## config.mk

```make
export PLATFORM = sky130hd
export DESIGN_NAME = peci_hp_front
export DESIGN_NICKNAME = d
export VERILOG_FILES = /design/src/rtl/peci_hp_pkg.sv /design/src/rtl/peci_hp_buf.sv /design/src/rtl/peci_hp_seq.sv /design/src/rtl/peci_hp_front.sv
export SDC_FILE = /design/constraint.sdc
export NUM_CORES = 2
export LEC_CHECK = 0
export BUFFER_PORTS_ARGS = -buffer_cell sky130_fd_sc_hd__buf_2
export CAP_MARGIN = 5
export CORE_MARGIN = 10
export CORE_UTILIZATION = 50
export CTS_CLUSTER_DIAMETER = 120
export DETAILED_ROUTE_END_ITERATION = 8
export PLACE_DENSITY = 0.62
export REMOVE_ABC_BUFFERS = 1
export SLEW_MARGIN = 20
export SYNTH_ARGS = -nofsm -noshare
export SYNTH_HDL_FRONTEND = slang
export SYNTH_SLANG_ARGS = --single-unit
```

## constraint.sdc

```tcl
create_clock -name clk -period 4.73 [get_ports clk]
set_input_delay 0.946 -clock clk [delete_from_list [all_inputs] [get_ports clk]]
set_output_delay 0.946 -clock clk [all_outputs]
set_load 0.01 [all_outputs]
```

## src/rtl/peci_hp_pkg.sv

```systemverilog
package peci_hp_pkg;

    typedef enum logic [1:0] {
        ST_IDLE   = 2'd0,
        ST_SEND   = 2'd1,
        ST_RECV   = 2'd2,
        ST_FINISH = 2'd3
    } seq_state_e;

    localparam int REG_AW = 9;

    localparam logic [REG_AW-1:0] OFS_CTL   = 9'h000;
    localparam logic [REG_AW-1:0] OFS_RDLEN = 9'h004;
    localparam logic [REG_AW-1:0] OFS_TADDR = 9'h008;
    localparam logic [REG_AW-1:0] OFS_CMD   = 9'h00C;
    localparam logic [REG_AW-1:0] OFS_CTL2  = 9'h010;
    localparam logic [REG_AW-1:0] OFS_WRLEN = 9'h01C;
    localparam logic [REG_AW-1:0] OFS_RATE  = 9'h02C;

    localparam int BIT_BUSY = 0;
    localparam int BIT_DONE = 1;
    localparam int BIT_CRC  = 3;
    localparam int BIT_ABT  = 4;
    localparam int BIT_IE   = 6;

    localparam int LEN_W     = 7;
    localparam int RATE_W    = 5;
    localparam int PULL_W    = 2;
    localparam logic [RATE_W-1:0] RATE_RESET = 5'd15;

endpackage

```

## src/rtl/peci_hp_buf.sv

```systemverilog
module peci_hp_buf #(
    parameter int DEPTH = 64,
    localparam int IDX_W = $clog2(DEPTH)
) (
    input  logic             clk,
    input  logic             rst_n,
    input  logic             hw_we,
    input  logic [IDX_W-1:0] hw_idx,
    input  logic [7:0]       hw_data,
    input  logic             sw_we,
    input  logic [IDX_W-1:0] sw_idx,
    input  logic [7:0]       sw_data,
    input  logic [IDX_W-1:0] rd_a_idx,
    output logic [7:0]       rd_a_data,
    input  logic [IDX_W-1:0] rd_b_idx,
    output logic [7:0]       rd_b_data
);

    logic [7:0] mem [DEPTH];

    for (genvar g = 0; g < DEPTH; g++) begin : g_slot
        always_ff @(posedge clk or negedge rst_n) begin
            if (!rst_n) begin
                mem[g] <= '0;
            end else if (hw_we && hw_idx == IDX_W'(g)) begin
                mem[g] <= hw_data;
            end else if (sw_we && sw_idx == IDX_W'(g)) begin
                mem[g] <= sw_data;
            end
        end
    end

    assign rd_a_data = mem[rd_a_idx];
    assign rd_b_data = mem[rd_b_idx];

endmodule

```

## src/rtl/peci_hp_seq.sv

```systemverilog
module peci_hp_seq
    import peci_hp_pkg::*;
#(
    parameter int DEPTH = 64,
    localparam int IDX_W = $clog2(DEPTH)
) (
    input  logic             clk,
    input  logic             rst_n,
    input  logic             go,
    input  logic [LEN_W-1:0] wr_len_in,
    input  logic [LEN_W-1:0] rd_len_in,
    input  logic [7:0]       addr_in,
    input  logic [7:0]       cmd_in,
    input  logic             tx_ready,
    input  logic             rx_valid,
    input  logic [7:0]       rx_byte,
    input  logic             crc_fail,
    input  logic             abort_in,
    input  logic [7:0]       buf_rdata,
    output logic             busy,
    output logic             tx_valid,
    output logic [7:0]       tx_byte,
    output logic             rx_ready,
    output logic [IDX_W-1:0] buf_ridx,
    output logic             buf_we,
    output logic [IDX_W-1:0] buf_widx,
    output logic [7:0]       buf_wdata,
    output logic [7:0]       eng_addr,
    output logic [LEN_W-1:0] eng_wr_len,
    output logic [LEN_W-1:0] eng_rd_len,
    output logic             fin,
    output logic             fin_crc,
    output logic             fin_abort
);

    localparam logic [LEN_W-1:0] CAP = LEN_W'(DEPTH);

    seq_state_e       state_q, state_d;
    logic [LEN_W-1:0] idx_q, wr_q, rd_q;
    logic [7:0]       addr_q, cmd_q;
    logic             over_q, crc_q, abt_q;
    logic             err_pulse;

    function automatic logic [LEN_W-1:0] cap_len(input logic [LEN_W-1:0] l);
        return (l > CAP) ? CAP : l;
    endfunction

    assign err_pulse = crc_fail | abort_in;

    always_comb begin
        state_d = state_q;
        unique case (state_q)
            ST_IDLE:   if (go) state_d = ST_SEND;
            ST_SEND:   if (err_pulse) state_d = ST_FINISH;
                       else if (idx_q == wr_q) state_d = ST_RECV;
            ST_RECV:   if (err_pulse) state_d = ST_FINISH;
                       else if (idx_q == rd_q) state_d = ST_FINISH;
            ST_FINISH: state_d = ST_IDLE;
            default:   state_d = ST_IDLE;
        endcase
    end

    always_ff @(posedge clk or negedge rst_n) begin
        if (!rst_n) state_q <= ST_IDLE;
        else        state_q <= state_d;
    end

    always_ff @(posedge clk or negedge rst_n) begin
        if (!rst_n) begin
            idx_q  <= '0;
            wr_q   <= '0;
            rd_q   <= '0;
            addr_q <= '0;
            cmd_q  <= '0;
            over_q <= 1'b0;
            crc_q  <= 1'b0;
            abt_q  <= 1'b0;
        end else begin
            unique case (state_q)
                ST_IDLE: if (go) begin
                    wr_q   <= cap_len(wr_len_in);
                    rd_q   <= cap_len(rd_len_in);
                    over_q <= (wr_len_in > CAP) || (rd_len_in > CAP);
                    addr_q <= addr_in;
                    cmd_q  <= cmd_in;
                    idx_q  <= '0;
                    crc_q  <= 1'b0;
                    abt_q  <= 1'b0;
                end
                ST_SEND: begin
                    if (err_pulse) begin
                        crc_q <= crc_fail;
                        abt_q <= abort_in;
                    end else if (idx_q == wr_q) begin
                        idx_q <= '0;
                    end else if (tx_ready) begin
                        idx_q <= idx_q + 1'b1;
                    end
                end
                ST_RECV: begin
                    if (err_pulse) begin
                        crc_q <= crc_fail;
                        abt_q <= abort_in;
                    end else if (rx_valid && idx_q != rd_q) begin
                        idx_q <= idx_q + 1'b1;
                    end
                end
                default: ;
            endcase
        end
    end

    always_comb begin
        busy      = (state_q != ST_IDLE);
        tx_valid  = (state_q == ST_SEND) && (idx_q != wr_q);
        buf_ridx  = IDX_W'(idx_q - 1'b1);
        tx_byte   = (idx_q == '0) ? cmd_q : buf_rdata;
        rx_ready  = (state_q == ST_RECV) && (idx_q != rd_q);
        buf_we    = rx_ready && rx_valid;
        buf_widx  = idx_q[IDX_W-1:0];
        buf_wdata = rx_byte;
        fin       = (state_q == ST_FINISH);
        fin_crc   = crc_q;
        fin_abort = abt_q | over_q;
        eng_addr  = addr_q;
        eng_wr_len = wr_q;
        eng_rd_len = rd_q;
    end

endmodule

```

## src/rtl/peci_hp_front.sv

```systemverilog
module peci_hp_front
    import peci_hp_pkg::*;
#(
    parameter int BUF_DEPTH = 64
) (
    input  logic              clk,
    input  logic              rst_n,
    input  logic [REG_AW-1:0] reg_addr,
    input  logic              reg_wr,
    input  logic [7:0]        reg_wdata,
    output logic [7:0]        reg_rdata,
    output logic              irq,
    output logic [PULL_W-1:0] pull_sel,
    output logic [RATE_W-1:0] bit_rate,
    output logic              eng_active,
    output logic [7:0]        eng_addr,
    output logic [LEN_W-1:0]  eng_wr_len,
    output logic [LEN_W-1:0]  eng_rd_len,
    output logic              eng_tx_valid,
    output logic [7:0]        eng_tx_byte,
    input  logic              eng_tx_ready,
    input  logic              eng_rx_valid,
    input  logic [7:0]        eng_rx_byte,
    output logic              eng_rx_ready,
    input  logic              eng_crc_fail,
    input  logic              eng_abort
);

    localparam int IDX_W = $clog2(BUF_DEPTH);

    logic [LEN_W-1:0]  rdlen_q, wrlen_q;
    logic [7:0]        taddr_q, cmd_q;
    logic [PULL_W-1:0] pd_q;
    logic [RATE_W-1:0] rate_q;
    logic              ie_q, done_q, crc_q, abt_q;

    logic              busy, go, fin, fin_crc, fin_abort;
    logic              ctl_wr, buf_hit, sw_buf_we;
    logic [5:0]        slot;
    logic              hw_we;
    logic [IDX_W-1:0]  hw_idx, rd_b_idx;
    logic [7:0]        hw_data, rd_a_data, rd_b_data;

    assign slot      = reg_addr[7:2];
    assign buf_hit   = reg_addr[8] && (reg_addr[1:0] == 2'b00) &&
                       ({1'b0, slot} < 7'(BUF_DEPTH));
    assign ctl_wr    = reg_wr && (reg_addr == OFS_CTL);
    assign go        = ctl_wr && reg_wdata[BIT_BUSY] && !busy;
    assign sw_buf_we = reg_wr && buf_hit && !busy;

    always_ff @(posedge clk or negedge rst_n) begin
        if (!rst_n) begin
            rdlen_q <= '0;
            wrlen_q <= '0;
            taddr_q <= '0;
            cmd_q   <= '0;
            pd_q    <= '0;
            rate_q  <= RATE_RESET;
            ie_q    <= 1'b0;
            done_q  <= 1'b0;
            crc_q   <= 1'b0;
            abt_q   <= 1'b0;
        end else begin
            if (reg_wr) begin
                unique case (reg_addr)
                    OFS_RDLEN: rdlen_q <= reg_wdata[LEN_W-1:0];
                    OFS_WRLEN: wrlen_q <= reg_wdata[LEN_W-1:0];
                    OFS_TADDR: taddr_q <= reg_wdata;
                    OFS_CMD:   cmd_q   <= reg_wdata;
                    OFS_CTL2:  pd_q    <= reg_wdata[7:6];
                    OFS_RATE:  rate_q  <= reg_wdata[RATE_W-1:0];
                    OFS_CTL:   ie_q    <= reg_wdata[BIT_IE];
                    default: ;
                endcase
            end
            done_q <= fin | (done_q & ~(ctl_wr & reg_wdata[BIT_DONE]));
            crc_q  <= (fin & fin_crc) | (crc_q & ~(ctl_wr & reg_wdata[BIT_CRC]));
            abt_q  <= (fin & fin_abort) | (abt_q & ~(ctl_wr & reg_wdata[BIT_ABT]));
        end
    end

    always_comb begin
        reg_rdata = '0;
        if (buf_hit) begin
            reg_rdata = rd_a_data;
        end else begin
            case (reg_addr)
                OFS_CTL:   reg_rdata = {1'b0, ie_q, 1'b0, abt_q, crc_q, 1'b0, done_q, busy};
                OFS_RDLEN: reg_rdata = {1'b0, rdlen_q};
                OFS_WRLEN: reg_rdata = {1'b0, wrlen_q};
                OFS_TADDR: reg_rdata = taddr_q;
                OFS_CMD:   reg_rdata = cmd_q;
                OFS_CTL2:  reg_rdata = {pd_q, 6'b0};
                OFS_RATE:  reg_rdata = {3'b0, rate_q};
                default:   reg_rdata = '0;
            endcase
        end
    end

    assign irq        = ie_q & (done_q | crc_q | abt_q);
    assign pull_sel   = pd_q;
    assign bit_rate   = rate_q;
    assign eng_active = busy;

    peci_hp_buf #(.DEPTH(BUF_DEPTH)) u_buf (
        .clk       (clk),
        .rst_n     (rst_n),
        .hw_we     (hw_we),
        .hw_idx    (hw_idx),
        .hw_data   (hw_data),
        .sw_we     (sw_buf_we),
        .sw_idx    (slot[IDX_W-1:0]),
        .sw_data   (reg_wdata),
        .rd_a_idx  (slot[IDX_W-1:0]),
        .rd_a_data (rd_a_data),
        .rd_b_idx  (rd_b_idx),
        .rd_b_data (rd_b_data)
    );

    peci_hp_seq #(.DEPTH(BUF_DEPTH)) u_seq (
        .clk        (clk),
        .rst_n      (rst_n),
        .go         (go),
        .wr_len_in  (wrlen_q),
        .rd_len_in  (rdlen_q),
        .addr_in    (taddr_q),
        .cmd_in     (cmd_q),
        .tx_ready   (eng_tx_ready),
        .rx_valid   (eng_rx_valid),
        .rx_byte    (eng_rx_byte),
        .crc_fail   (eng_crc_fail),
        .abort_in   (eng_abort),
        .buf_rdata  (rd_b_data),
        .busy       (busy),
        .tx_valid   (eng_tx_valid),
        .tx_byte    (eng_tx_byte),
        .rx_ready   (eng_rx_ready),
        .buf_ridx   (rd_b_idx),
        .buf_we     (hw_we),
        .buf_widx   (hw_idx),
        .buf_wdata  (hw_data),
        .eng_addr   (eng_addr),
        .eng_wr_len (eng_wr_len),
        .eng_rd_len (eng_rd_len),
        .fin        (fin),
        .fin_crc    (fin_crc),
        .fin_abort  (fin_abort)
    );

endmodule

```

# ---- After elaboration in Yosys (flattened, before gate mapping)
# Index checks and enable logic that the tools add are counted.
dict set report op_classes {
  addsub 2
  n_lt_le_gt_ge 4
  eq_ne 147
  n_mux 157
  n_bitwise 21
  n_reduce_logical 225
}
# operator count
set ops {}
lappend ops {{$mux W8} 134}
lappend ops {{$eq A6 B6 Y1 const B} 64}
lappend ops {{$eq A6 B5 Y1 const B} 32}
lappend ops {{$logic_and A1 B1 Y1} 138}
lappend ops {{$reduce_bool A2 Y1} 66}
lappend ops {{$bmux W8 S6} 2}
lappend ops {{$eq A6 B4 Y1 const B} 16}
lappend ops {{$mux W7} 8}
lappend ops {{$pmux W8 S7} 1}
lappend ops {{$eq A6 B3 Y1 const B} 8}
lappend ops {{$eq A6 B2 Y1 const B} 4}
lappend ops {{$pmux W7 S3} 1}
lappend ops {{$eq A9 B4 Y1 const B} 2}
lappend ops {{$eq A9 B5 Y1 const B} 2}
lappend ops {{$reduce_and A2 Y1} 8}
lappend ops {{$eq A7 B7 Y1} 2}
lappend ops {{$ge A7 B7 Y1 const B} 2}
lappend ops {{$gt A7 B7 Y1 const B} 2}
lappend ops {{$ne A7 B7 Y1} 2}
lappend ops {{$not A6 Y7} 2}
lappend ops {{$eq A6 B1 Y1 const B} 2}
lappend ops {{$logic_not A6 Y1} 2}
lappend ops {{$mux W2} 5}
lappend ops {{$and A1 B1 Y1} 9}
lappend ops {{24 further kinds} 42}
dict set report word_totals {
  regBits 595
  output_inout_bits 49
  wordCells 639
}

# ---- Logic depth before layout (Yosys ltp)
dict set report depth {
  word_depth 7
  depth_mapped 14
  mapped_depth_nobuf 8
}

# ---- Hierarchy
# A second synthesis with hierarchy kept.
dict set report unflattened {
  cells_unflattened 3465
  area_unflattened_um2 37063.0
}
# module n_inst cells_per_inst area_per_inst_um2 seq_area_each_um2
set by_module_without_submodules {}
lappend by_module_without_submodules {peci_hp_buf 1 3045 32386.1 12812.3}
lappend by_module_without_submodules {peci_hp_seq 1 247 2534.9 1051.0}
lappend by_module_without_submodules {peci_hp_front 1 173 2142.1 1031.0}

# ---- Worst setup path after synthesis
# Ideal clock, no wire load.
dict set report synth_path {
  path_kind {register to output}
  from {register u_seq.idx_q[0]}
  to {output port eng_tx_byte[2]}
  arrival_time_ns 3.109
  required_ns 3.784
  path_slack_ns 0.675
  path_stages_with_launch 14
  path_buffers 6
  path_cell_list {dfrtp_1 buf_4 buf_2 buf_4 inv_1 ha_1 buf_2 clkbuf_1 clkbuf_1 mux4_2 mux2i_1 o22ai_1 a21oi_1 nand3_1}
}
dict set report synth_between {
  elab_chain_len 6
  elab_cells_between_ends 7
}
# item line_no
set synth_lines {}
lappend synth_lines {{start: declaration} peci_hp_seq.sv:39} ;# logic [LEN_W-1:0] idx_q, wr_q, rd_q;
lappend synth_lines {{start signal: assignment} peci_hp_seq.sv:97} ;# idx_q <= idx_q + 1'b1;
lappend synth_lines {{start signal: assignment} peci_hp_seq.sv:105} ;# idx_q <= idx_q + 1'b1;
lappend synth_lines {{$sub A6 B1 Y6} peci_hp_seq.sv:116} ;# buf_ridx = IDX_W'(idx_q - 1'b1);
lappend synth_lines {{$not A6 Y7 (implied by the code)} peci_hp_buf.sv:34} ;# assign rd_b_data = mem[rd_b_idx];
lappend synth_lines {{$bmux W8 S6} peci_hp_buf.sv:34}
lappend synth_lines {{$mux W8 (implied by the code) (2 in series)} peci_hp_buf.sv:34}
lappend synth_lines {{$mux W8 *} peci_hp_seq.sv:117} ;# tx_byte = (idx_q == '0) ? cmd_q : buf_rdata;
lappend synth_lines {{end: declaration} peci_hp_front.sv:20} ;# output logic [7:0] eng_tx_byte,
# Every way passes the cells marked *; elsewhere a longest branch is shown, timed or not. The select of a mux whose other input is x is not followed.

# ---- Worst setup path after layout
dict set report layout_path {
  from {register u_seq.idx_q[0]}
  to {output port eng_tx_byte[1]}
}
# The elaborated chain is that of the path after synthesis.

==> impl_metrics.tcl <==
set metrics [dict create \
    post-synth-top-area-fraction_pct 40.0 \
    critPathKind "register to primary output" \
    fmax_mhz 214 \
    cts_max_path_buffers 3 \
    clock_latency_ps 630 \
    synth_area_per_cell_sq_um 10.5 \
    post_synth_instance_area_sq_mm 0.0370 \
    totalNegativeSetupSlack_ps 0 \
    synth_top_cell_by_area "sky130_fd_sc_hd__dfrtp_1" \
    buffer_ports.inserted 80 \
    synth_warnings 0 \
    yosys_most_used_dff "sky130_fd_sc_hd__dfrtp_1" \
    worstPathRequired_ps 3780 \
    netlist_top_cells_area "sky130_fd_sc_hd__dfrtp_1 (40%), sky130_fd_sc_hd__mux4_2 (17%), sky130_fd_sc_hd__mux2i_1 (15%)" \
    dieWidth_um 292 \
    grt_max_degree 86 \
    gpl.final_weighted_congestion 1.05 \
    globalRouteOverflowTotal 0 \
    drv_slew 0 \
    layout_worst_path_cycle_share_pct 98.8 \
    count_of_clock_tree_sinks 595 \
    p_leak_nw 19.1 \
    cts_hold_buffers 0 \
    min_clock_period_post_route_ps 4670 \
    via_count 30600 \
    die-area_sq_mm 0.0853 \
    number_of_synthesized_register_bits 595 \
    grt_use_total_pct 32.6 \
    wl_um 141000 \
    area.growth.synth_to_final_pct 11.4 \
    drt_first_pass_iters 6 \
    power_density_cells_mw_per_mm2 321 \
    netlist-cell-type-count 73 \
    half_perimeter_wire_length_of_the_detailed_placement_result_um 95800 \
    r2r_cells 6 \
    synth_cells 3517 \
    worst_setup_path_start_kind "register" \
    ff2ff_setup_slack_ps 1220 \
    drt.antenna.violating_nets 0 \
    cts_root_buffer "sky130_fd_sc_hd__clkbuf_16" \
    first_iter_violations 3904 \
    setup-violations-final 0 \
    antenna_found_initial 4 \
    hold_path.class "input pin to async pin" \
    worst-endpoint-arrival_ps 3730 \
    design.core.area_sq_mm 0.0732 \
    max_slew.worst_pin.slew_ps 1130 \
    floorplan.initialDensity_pct 50.5 \
    row_count 99 \
    layout-drive-gt1-share_pct 21.7 \
    finalPower_mw 13.2 \
    drt-vias-per-instance 6.74 \
    top_level_ports 81 \
    critical_path_peak_fanout 25 \
    avgRoutedWirePerCell_um 31.0 \
    cts-buffers-inserted 70 \
    clock-skew-final_ps 28.8 \
    vdd_drop_max_uv 232 \
    grt_first_pass_wirelength_um 209000 \
    fillerInstances 6154 \
    die_height_um 292 \
    clkSlewWorstSetupHoldPaths_ps 60 \
    run_status "finished clean" \
    synth_edf_count 0 \
    detail_route.drc_violations 0 \
    placedInstanceArea_sq_mm 0.0387 \
    postLayoutCellArea_sq_mm 0.0412 \
    placed_cells 4406 \
    critPathCaptureType "primary output" \
    postSynth.asyncResetShare_pct 100 \
    synth.yosys.seq_area_share_pct 40.3 \
    layout.nets 3564 \
    grt_setup_unrepaired "false" \
    worst_slew_margin_rel_pct 24.8 \
    cap_violations 0 \
    stdcell_count 4537 \
    total_count_of_hold_check_failures_in_the_final_report 0 \
    grt_pass1_vias 30000 \
    clock_tree.htree_level_count 3 \
    clock_tree_from_tritoncts "yes" \
]
==> metrics by stage <==
step                      util [%]  setup WS (ps)  hold WS (ps)
after global placement        52.9            267           456
after CTS                     56.2           38.3           391
after global routing          56.3           24.9           396
after detailed placement      52.9            278           460
after floorplan                  -          -7490           446
final                         56.3           56.4           367
==> worst max-delay path, cell delays in order, from the launching register on <==
cell                      delay (ps)
sky130_fd_sc_hd__dfrtp_4         530
sky130_fd_sc_hd__inv_1           100
sky130_fd_sc_hd__ha_1            150
sky130_fd_sc_hd__buf_4           200
sky130_fd_sc_hd__xor2_4          210
sky130_fd_sc_hd__buf_12          250
sky130_fd_sc_hd__mux4_2          350
sky130_fd_sc_hd__mux2i_2         380
sky130_fd_sc_hd__a22oi_1         310
sky130_fd_sc_hd__nand4_1         240
sky130_fd_sc_hd__nand3_1         180
sky130_fd_sc_hd__buf_2           200
==> power breakdown <==
| part | switching, mW | total (mW) | internal [mW] |
|---|---|---|---|
| combinational | 1.29 | 2.02 | 0.733 |
| sequential | 0.217 | 5.53 | 5.32 |
| clock | 2.31 | 5.66 | 3.36 |
==> worst paths after layout <==
check	start	to
max	u_seq.idx_q[0]	eng_tx_byte[1]
min	rst_n	u_buf.mem[255]
max reg2reg	u_seq.idx_q[2]	u_buf.mem[107]
min reg2reg	u_seq.eng_addr[0]	u_seq.eng_addr[0]
max in group asynchronous	rst_n	u_buf.mem[64]
min in group clk	u_seq.eng_addr[0]	u_seq.eng_addr[0]
==> cell usage in the layout, fill, tap and decap left out, types with 12 or more instances in the layout <==
cell | Yosys | routed
sky130_fd_sc_hd__nand3_1 | 60 | 60
sky130_fd_sc_hd__nor2_1 | 98 | 94
sky130_fd_sc_hd__o21ai_1 | 79 | 79
sky130_fd_sc_hd__nand2_1 | 721 | 721
sky130_fd_sc_hd__inv_1 | 13 | 13
sky130_fd_sc_hd__a21oi_1 | 38 | 38
sky130_fd_sc_hd__clkbuf_1 | 159 | 12
sky130_fd_sc_hd__a22oi_1 | 31 | 30
sky130_fd_sc_hd__xnor2_1 | 18 | 17
sky130_fd_sc_hd__o21ai_0 | 436 | 436
sky130_fd_sc_hd__clkinv_2 | 0 | 17
sky130_fd_sc_hd__mux2i_1 | 555 | 552
sky130_fd_sc_hd__nor2_2 | 19 | 23
sky130_fd_sc_hd__nand4_1 | 17 | 17
sky130_fd_sc_hd__o211ai_1 | 12 | 12
sky130_fd_sc_hd__nor2b_1 | 15 | 15
sky130_fd_sc_hd__mux4_2 | 272 | 272
sky130_fd_sc_hd__buf_4 | 16 | 145
sky130_fd_sc_hd__dfrtp_1 | 591 | 590
sky130_fd_sc_hd__nand2_2 | 20 | 20
sky130_fd_sc_hd__buf_12 | 0 | 17
sky130_fd_sc_hd__mux2_2 | 44 | 44
sky130_fd_sc_hd__nor2_4 | 14 | 14
sky130_fd_sc_hd__nand3b_1 | 14 | 14
sky130_fd_sc_hd__clkbuf_16 | 0 | 72
sky130_fd_sc_hd__buf_2 | 108 | 77
==> synth_stat cells (all sizes together) (10+ instances only) <==
cell type	number
nand2	741
a21oi	38
nand3	66
a22oi	31
nor2	131
mux2i	555
dfrtp	591
nor2b	15
o21ai	515
o211ai	12
mux2	44
clkbuf	159
buf	152
ha	10
xnor2	18
o22ai	11
nand3b	14
inv	13
mux4	272
nand4	21
==> area by class of cell <==
type	count	area [sq um]	area share, %
multi-input cells	2598	20800	50.5
inverters	13	48.8	0.118
well taps	959	1200	2.91
repair buffers	244	1880	4.57
flip-flops and latches	595	14900	36.2
diodes	1	2.50	0.00608
clock buffers	95	2000	4.85
clock inverters	32	369	0.896
==> sequential cells by signal, summed over array words and instances, names as in the netlist <==
name,count
abt_q,1
bit_rate,5
cmd_q,8
crc_q,1
done_q,1
ie_q,1
pull_sel,2
rdlen_q,7
taddr_q,8
u_buf.mem,512
u_seq.abt_q,1
u_seq.cmd_q,8
u_seq.eng_addr,8
u_seq.eng_rd_len,7
u_seq.eng_wr_len,7
u_seq.fin_crc,1
u_seq.idx_q,7
u_seq.over_q,1
u_seq.state_q,2
wrlen_q,7
==> timing repair <==
| item | CTS | global route |
|---|---|---|
| setup endpoints to repair | 7 | 8 |
| pin swaps | 0 | 1 |
| setup buffers | 0 | 3 |
| resized for setup | 3 | 9 |
| hold endpoints to repair | 0 | 0 |
==> metal layers <==
metal / vias up / GRT usage, % / wire length, um
li1: 12800 / - / -
met1: 15400 / 45.0 / 56700
met2: 2074 / 46.2 / 58900
met3: 382 / 9.83 / 17200
met4: 8 / 16.1 / 7840
met5: - / 0 / 48
==> kinds of logic after synthesis <==
logic type	Yosys count	synth area share, %
mux	871	32.9
buf+inv	324	3.84
simple gates	1037	12.3
xor+xnor	21	0.497
fa+ha+maj	10	0.338
compound gates	659	9.80
flops	595	40.3
Note: power is estimated with default switching activity, not from simulation.
